$ cat src/rtl/psc_pkg.sv
// Shared definitions for the prescaler clock-select block.
// Assumes the tap set is fixed at four taps of period 2^3, 2^6, 2^8 and 2^10.
package psc_pkg;

    localparam int SEL_W        = 3;
    localparam int NUM_TAPS     = 4;
    localparam int MAX_TAP_LOG2 = 10;

    // Channel select codes. The numeric values are part of the port contract.
    typedef enum logic [SEL_W-1:0] {
        SEL_STOP     = 3'd0,
        SEL_SYSCLK   = 3'd1,
        SEL_DIV8     = 3'd2,
        SEL_DIV64    = 3'd3,
        SEL_DIV256   = 3'd4,
        SEL_DIV1024  = 3'd5,
        SEL_EXT_FALL = 3'd6,
        SEL_EXT_RISE = 3'd7
    } sel_code_e;

    // Log2 of the division ratio of tap number idx (0 is the fastest).
    function automatic int tap_log2(input int idx);
        case (idx)
            0:       return 3;
            1:       return 6;
            2:       return 8;
            default: return 10;
        endcase
    endfunction

endpackage

$ cat src/rtl/psc_counter.sv
// Free-running prescaler counter.
// It advances by one on every clock. A synchronous clear or the active-low
// reset returns it to zero. No channel setting gates it.
module psc_counter #(
    parameter int CNT_W = 10
) (
    input  logic             clk,
    input  logic             rst_n,
    input  logic             clr_i,
    output logic [CNT_W-1:0] cnt_o
);

    // Count up each cycle; reset and clear both restart from zero.
    always_ff @(posedge clk) begin
        if (!rst_n || clr_i) begin
            cnt_o <= '0;
        end else begin
            cnt_o <= cnt_o + CNT_W'(1);
        end
    end

endmodule

$ cat src/rtl/psc_tap_decode.sv
// Decodes the tap strobes from the prescaler count.
// Tap i is high while the low tap_log2(i) bits of the count are all ones,
// which happens for one cycle in every 2^tap_log2(i) cycles.
// Assumes CNT_W is at least the widest tap.
module psc_tap_decode
    import psc_pkg::*;
#(
    parameter int CNT_W = 10
) (
    input  logic [CNT_W-1:0]    cnt_i,
    output logic [NUM_TAPS-1:0] tap_hit_o
);

    for (genvar g = 0; g < NUM_TAPS; g++) begin : g_tap
        localparam int             TAP_K    = tap_log2(g);
        localparam logic [CNT_W-1:0] TAP_MASK = CNT_W'((1 << TAP_K) - 1);

        // A tap hits when every masked bit of the count is set.
        always_comb begin
            tap_hit_o[g] = ((cnt_i & TAP_MASK) == TAP_MASK);
        end
    end

endmodule

$ cat src/rtl/psc_chan_sel.sv
// Per-channel source selection.
// Chooses the count-enable source from this channel's select code and
// registers it, so the strobe appears one edge after its cause.
// Assumes the edge inputs are already synchronous single-cycle strobes.
module psc_chan_sel
    import psc_pkg::*;
(
    input  logic                clk,
    input  logic                rst_n,
    input  logic [SEL_W-1:0]    sel_i,
    input  logic [NUM_TAPS-1:0] tap_hit_i,
    input  logic                ext_rise_i,
    input  logic                ext_fall_i,
    output logic                en_o
);

    logic en_nxt;

    // Pick the source named by the select code.
    always_comb begin
        case (sel_code_e'(sel_i))
            SEL_STOP:     en_nxt = 1'b0;
            SEL_SYSCLK:   en_nxt = 1'b1;
            SEL_DIV8:     en_nxt = tap_hit_i[0];
            SEL_DIV64:    en_nxt = tap_hit_i[1];
            SEL_DIV256:   en_nxt = tap_hit_i[2];
            SEL_DIV1024:  en_nxt = tap_hit_i[3];
            SEL_EXT_FALL: en_nxt = ext_fall_i;
            SEL_EXT_RISE: en_nxt = ext_rise_i;
            default:      en_nxt = 1'b0;
        endcase
    end

    // Register the selected strobe; reset holds it low.
    always_ff @(posedge clk) begin
        if (!rst_n) begin
            en_o <= 1'b0;
        end else begin
            en_o <= en_nxt;
        end
    end

endmodule

$ cat src/rtl/psc_shared_clksel.sv
// Shared prescaler with per-channel clock select.
// One free-running counter feeds a tap decoder. The tap strobes are shared by
// NCH independent channel selectors. A prescaler clear restarts the tap
// phase for every channel at once.
module psc_shared_clksel
    import psc_pkg::*;
#(
    parameter int NCH   = 2,
    parameter int CNT_W = MAX_TAP_LOG2
) (
    input  logic                 clk,
    input  logic                 rst_n,
    input  logic                 presc_clr_i,
    input  logic [NCH*SEL_W-1:0] sel_i,
    input  logic [NCH-1:0]       ext_rise_i,
    input  logic [NCH-1:0]       ext_fall_i,
    output logic [NCH-1:0]       cnt_en_o
);

    logic [CNT_W-1:0]    presc_cnt;
    logic [NUM_TAPS-1:0] tap_hit;

    psc_counter #(.CNT_W(CNT_W)) u_cnt (
        .clk   (clk),
        .rst_n (rst_n),
        .clr_i (presc_clr_i),
        .cnt_o (presc_cnt)
    );

    psc_tap_decode #(.CNT_W(CNT_W)) u_taps (
        .cnt_i     (presc_cnt),
        .tap_hit_o (tap_hit)
    );

    for (genvar c = 0; c < NCH; c++) begin : g_chan
        psc_chan_sel u_sel (
            .clk        (clk),
            .rst_n      (rst_n),
            .sel_i      (sel_i[c*SEL_W +: SEL_W]),
            .tap_hit_i  (tap_hit),
            .ext_rise_i (ext_rise_i[c]),
            .ext_fall_i (ext_fall_i[c]),
            .en_o       (cnt_en_o[c])
        );
    end

endmodule

$ cat config.mk
export PLATFORM = sky130hd
export DESIGN_NAME = psc_shared_clksel
export DESIGN_NICKNAME = d
export VERILOG_FILES = /design/src/rtl/psc_pkg.sv /design/src/rtl/psc_counter.sv /design/src/rtl/psc_tap_decode.sv /design/src/rtl/psc_chan_sel.sv /design/src/rtl/psc_shared_clksel.sv
export SDC_FILE = /design/constraint.sdc
export NUM_CORES = 1
export LEC_CHECK = 0
export ABC_CLOCK_PERIOD_IN_PS = 1500
export BUFFER_PORTS_ARGS = -buffer_cell sky130_fd_sc_hd__buf_4
export CAP_MARGIN = 20
export CORE_MARGIN = 2
export CORE_UTILIZATION = 39
export CTS_CLUSTER_DIAMETER = 200
export DETAILED_ROUTE_END_ITERATION = 10
export PLACE_DENSITY_LB_ADDON = 0.2
export RECOVER_POWER = 100
export SYNTH_ARGS = -nofsm -noshare
export SYNTH_HDL_FRONTEND = slang
export SYNTH_SLANG_ARGS = --single-unit
export TNS_END_PERCENT = 20
$ cat constraint.sdc
create_clock -name clk -period 1.5 [get_ports clk]
set_input_delay 0.15 -clock clk [delete_from_list [all_inputs] [get_ports clk]]
set_output_delay 0.15 -clock clk [all_outputs]
set_load 0.01 [all_outputs]
==> results.txt <==
The final clock skew is ~0.0042 ns. The number of rows in the core area is 14. The clock transition at the registers of the reported paths came out at about 0.08 ns.

The clock net sink count came out at 12. After synthesis, the cell types taking the most area are dfxtp_1 (39%), nor2_1 (6.6%), xor2_1 (5.6%). VDD sags by at most between 0.4 and 0.5 mV.

The largest individual stage delay along the critical path comes from the cell dfxtp_1. The finished layout cell area came out at approximately 770 µm². Across every metal layer, demand over resource in global routing totals around 14%. For the pin with the worst max-slew slack, the measured transition is ~0.38 ns. The tightest min-delay check is of the in2reg type. For this run, the number of Yosys warnings is 0. Across all hold checks on the routed design, the worst slack comes to just over 0.07 ns. The via count of the first global-routing pass came out at ~470. The cell depth of the worst hold path is 2. The net switching power of the design is 0.000146 W.

The core outline area is 1510 µm². The first detailed-routing pass ran for 4 iterations. The post-synthesis async set-or-reset flop share is 0%. The met2 layer usage reported by global route is a little under a quarter. The area of the die came out at 1930 µm². The global-route wire length before repair came out at 2.01 mm.

The critical path class is reg2reg. After global routing, the most crowded layer is met2. The met3 capacity usage during global routing is ~5.4%. The final-report hold violation count came to 0. The final setup violation count came out at 0. The number of buffers and inverters on the critical path is 0. The critical path data arrival time is 1.58 ns. The portion of the post-synthesis area used by sequential elements is roughly 39%. For this block, the routed nets add up to 1.22 mm of wire. The ratio of cells with drive above 1 in the final layout came out at roughly 28%.

The count of unresolved DRC violations after routing came out at 0. The number of antenna violations at the first check in global routing came to 0. Setup repair after global routing left no endpoint under its margin. For this design the ratio of total power to cell area is 859 nW/µm². The area growth from synthesis to layout is 23.1%. In the final timing run, aggregate negative setup slack is 0 ns. The TritonCTS clock tree is yes. The height of the die is roughly 44 µm. In this run the critical register-to-register path is captured at g_chan[0].u_sel.en_o$_SDFF_PN0_. The number of diodes is 0. The half-perimeter wire length after detailed placement is between 800 and 900 µm. In this run, distinct cell masters in the synthesized netlist total 30. The root buffer cell chosen for the clock tree is clkbuf_4.

Buffers placed on the I/O ports in this run total 14. The latest clock arrival within the worst-skew pair is 0.27 ns. The final weighted congestion in routability-driven placement is 0.767. In this run the tightest slew margin relative to its limit is 74.5%. The mean instance size in the synthesized netlist came out at slightly above 9 µm². Across the run, the number of max-cap violations was 0. The family with the most delay on the worst path is compound AO/OA/AOI/OAI gates. dfxtp_1 takes more of the synthesized area than any other cell. The number of placed I/O pins is 15. The area of placed instances came out at around 730 µm². The number of H-tree branching levels is 1.

The fmax came out at 0.725 GHz. The post-synthesis net count is 83. The TritonCTS buffer count came out at 3. The required time of the critical path came out at 1.70 ns. The run finished with clean final reports. The routed length per placed instance is 12.3 µm. The internal reg-to-reg setup slack came out at 0.12 ns. The total number of vias is around 500. The layout net count is just under 100.

The clock network fraction of design power came out at ~39%. The internal power of the cells totals slightly above 0.0005 W. The DRC marker count from the first detailed-route iteration is 3. Net switching is between 20% and 30% of the power. The part of the power in combinational logic is a little over a tenth. The share of total power dissipated in sequential elements is around half. Ranked by instance count, the synthesized netlist is headed by dfxtp_1 (12), nor2_1 (11), nand2_1 (5), xor2_1 (4). The maximum number of pins on one net before global-route repair came out at 11. After clock tree synthesis, the flow added hold-fix buffers numbering 0.

The worst path needs 1.38 ns of the cycle, external delays included. In this run the critical register-to-register path is launched from u_cnt.cnt_o[1]$_SDFF_PP0_. By instance count, the leading cell after synthesis is dfxtp_1. For hold timing, the worst endpoint is g_chan[0].u_sel.en_o$_SDFF_PN0_. The worst hold path begins at sel_i[1]. The synthesized design devotes to its leading area cell type 38.6% of total area. The die extent in x is 43.9 µm. The number of enable-type register cells in the synthesized netlist came out at 0. The total overflow reported by the global router is 0. The period utilization is between 90% and 100%. The worst register-to-register path has a depth of 5. The most frequently used flop master after synthesis is dfxtp_1.

The kind of end point of the critical path is a flop. The leakage power total came out at about 0.28 nW. The via density per instance came out at 5.06.

The maximum number of buffers from clock root to sink is 2. The initial utilization of the core area, before any placement, comes to 41.3%. The maximum cell stage delay along the critical path came out at approximately 0.36 ns. The largest fanout on the critical path came out at 8. The signal on the critical path passes through ha_2 -> nand3_4 -> o311ai_4 -> o21ai_1 -> a211oi_2. The final antenna-violating net count came out at 0. The count of final max-slew check failures is 0. The synthesized netlist occupies a cell area of between 600 and 700 µm². The number of flip-flops and latches in the synthesized netlist came out at 12.

Global routing consumed, on the met1 layer, around 17% of the routing resources. STA classifies the critical path startpoint as a flop. The number of instances in the synthesized netlist is 68.
## worst register-to-register path: stages (launching register included)
cell and delay [ns]:
dfxtp_1 0.36, ha_2 0.22, nand3_4 0.13, o311ai_4 0.27, o21ai_1 0.11, a211oi_2 0.22
## layout by cell type (no fill, tap or decap), types with 2 or more instances in the layout
cell,n
nor2_1,11
dfxtp_1,11
buf_4,11
nand2_1,5
xor2_1,4
clkbuf_4,4
inv_1,3
o31ai_1,3
nand2b_1,2
nand4_1,2
xnor2_1,2
nor3b_1,2
nand3_1,2
clkbuf_1,2
## registers in the layout (all words and copies together) (netlist names)
name and count:
g_chan.u_sel.en_o 2, u_cnt.cnt_o 10
## metrics by stage
stage	std cells	worst slack, ns	util (%)	total power (W)
after detailed placement	95	0.101	48.3	0.000406
after floorplan	68	0.191	-	0.000370
final	99	0.121	50.8	0.000658
after CTS	99	0.0800	50.7	0.000664
after global routing	99	0.0201	50.8	0.000689
after global placement	95	0.147	48.3	0.000405
## power groups by stage
stage	Sequential [W]	Combinational (W)	Clock [W]
floorplan	0.000334	0.0000358	0
global placement	0.000334	0.0000708	0
detailed placement	0.000335	0.0000711	0
CTS	0.000327	0.0000714	0.000266
global route	0.000328	0.0000790	0.000281
finish	0.000328	0.0000715	0.000259
## kinds of logic (layout without fill, tap and decap cells)
kind of cell,after synthesis,count (layout),synth area share (%)
AOI/OAI and AO/OA,13,13,16.9
xor gates and xnor gates,6,6,8.45
adders and majority gates,2,2,4.02
buffers and inverters,6,21,4.83
DFF,12,12,38.6
muxes,1,1,2.41
and+or+nand+nor,28,28,24.7
## routing by layer
layer	part of all wire, %	vias to the layer above
li1	-	270
met5	0	-
met2	46	11
met3	7.0	2
met4	0.91	0
met1	47	218
## area by class of cell
class,count,area [µm²]
sequential,12,241
fill,144,741
inverter,3,11.3
clock buffer,4,36.3
timing repair buffer,14,97.6
tap,16,20.0
multi-input combinational,50,359
## how the worst max path moves through the flow
stage / start / endpoint / slack, ns / cells after the start
after floorplan: u_cnt.cnt_o[0]$_SDFF_PP0_ / g_chan[0].u_sel.en_o$_SDFF_PN0_ / 0.19 / 5
after global placement: u_cnt.cnt_o[0]$_SDFF_PP0_ / g_chan[0].u_sel.en_o$_SDFF_PN0_ / 0.15 / 5
after detailed placement: u_cnt.cnt_o[0]$_SDFF_PP0_ / g_chan[0].u_sel.en_o$_SDFF_PN0_ / 0.10 / 5
after CTS: u_cnt.cnt_o[0]$_SDFF_PP0_ / g_chan[0].u_sel.en_o$_SDFF_PN0_ / 0.08 / 5
after global routing: u_cnt.cnt_o[1]$_SDFF_PP0_ / g_chan[0].u_sel.en_o$_SDFF_PN0_ / 0.02 / 5
final: u_cnt.cnt_o[1]$_SDFF_PP0_ / g_chan[0].u_sel.en_o$_SDFF_PN0_ / 0.12 / 5
## repair_timing
item,CTS,global route
endpoints found under the setup margin,0,1
buffers inserted,0,0
hold endpoints to repair,0,0
gates resized for setup,0,3
No activity file was read; power rests on OpenSTA's default activity.
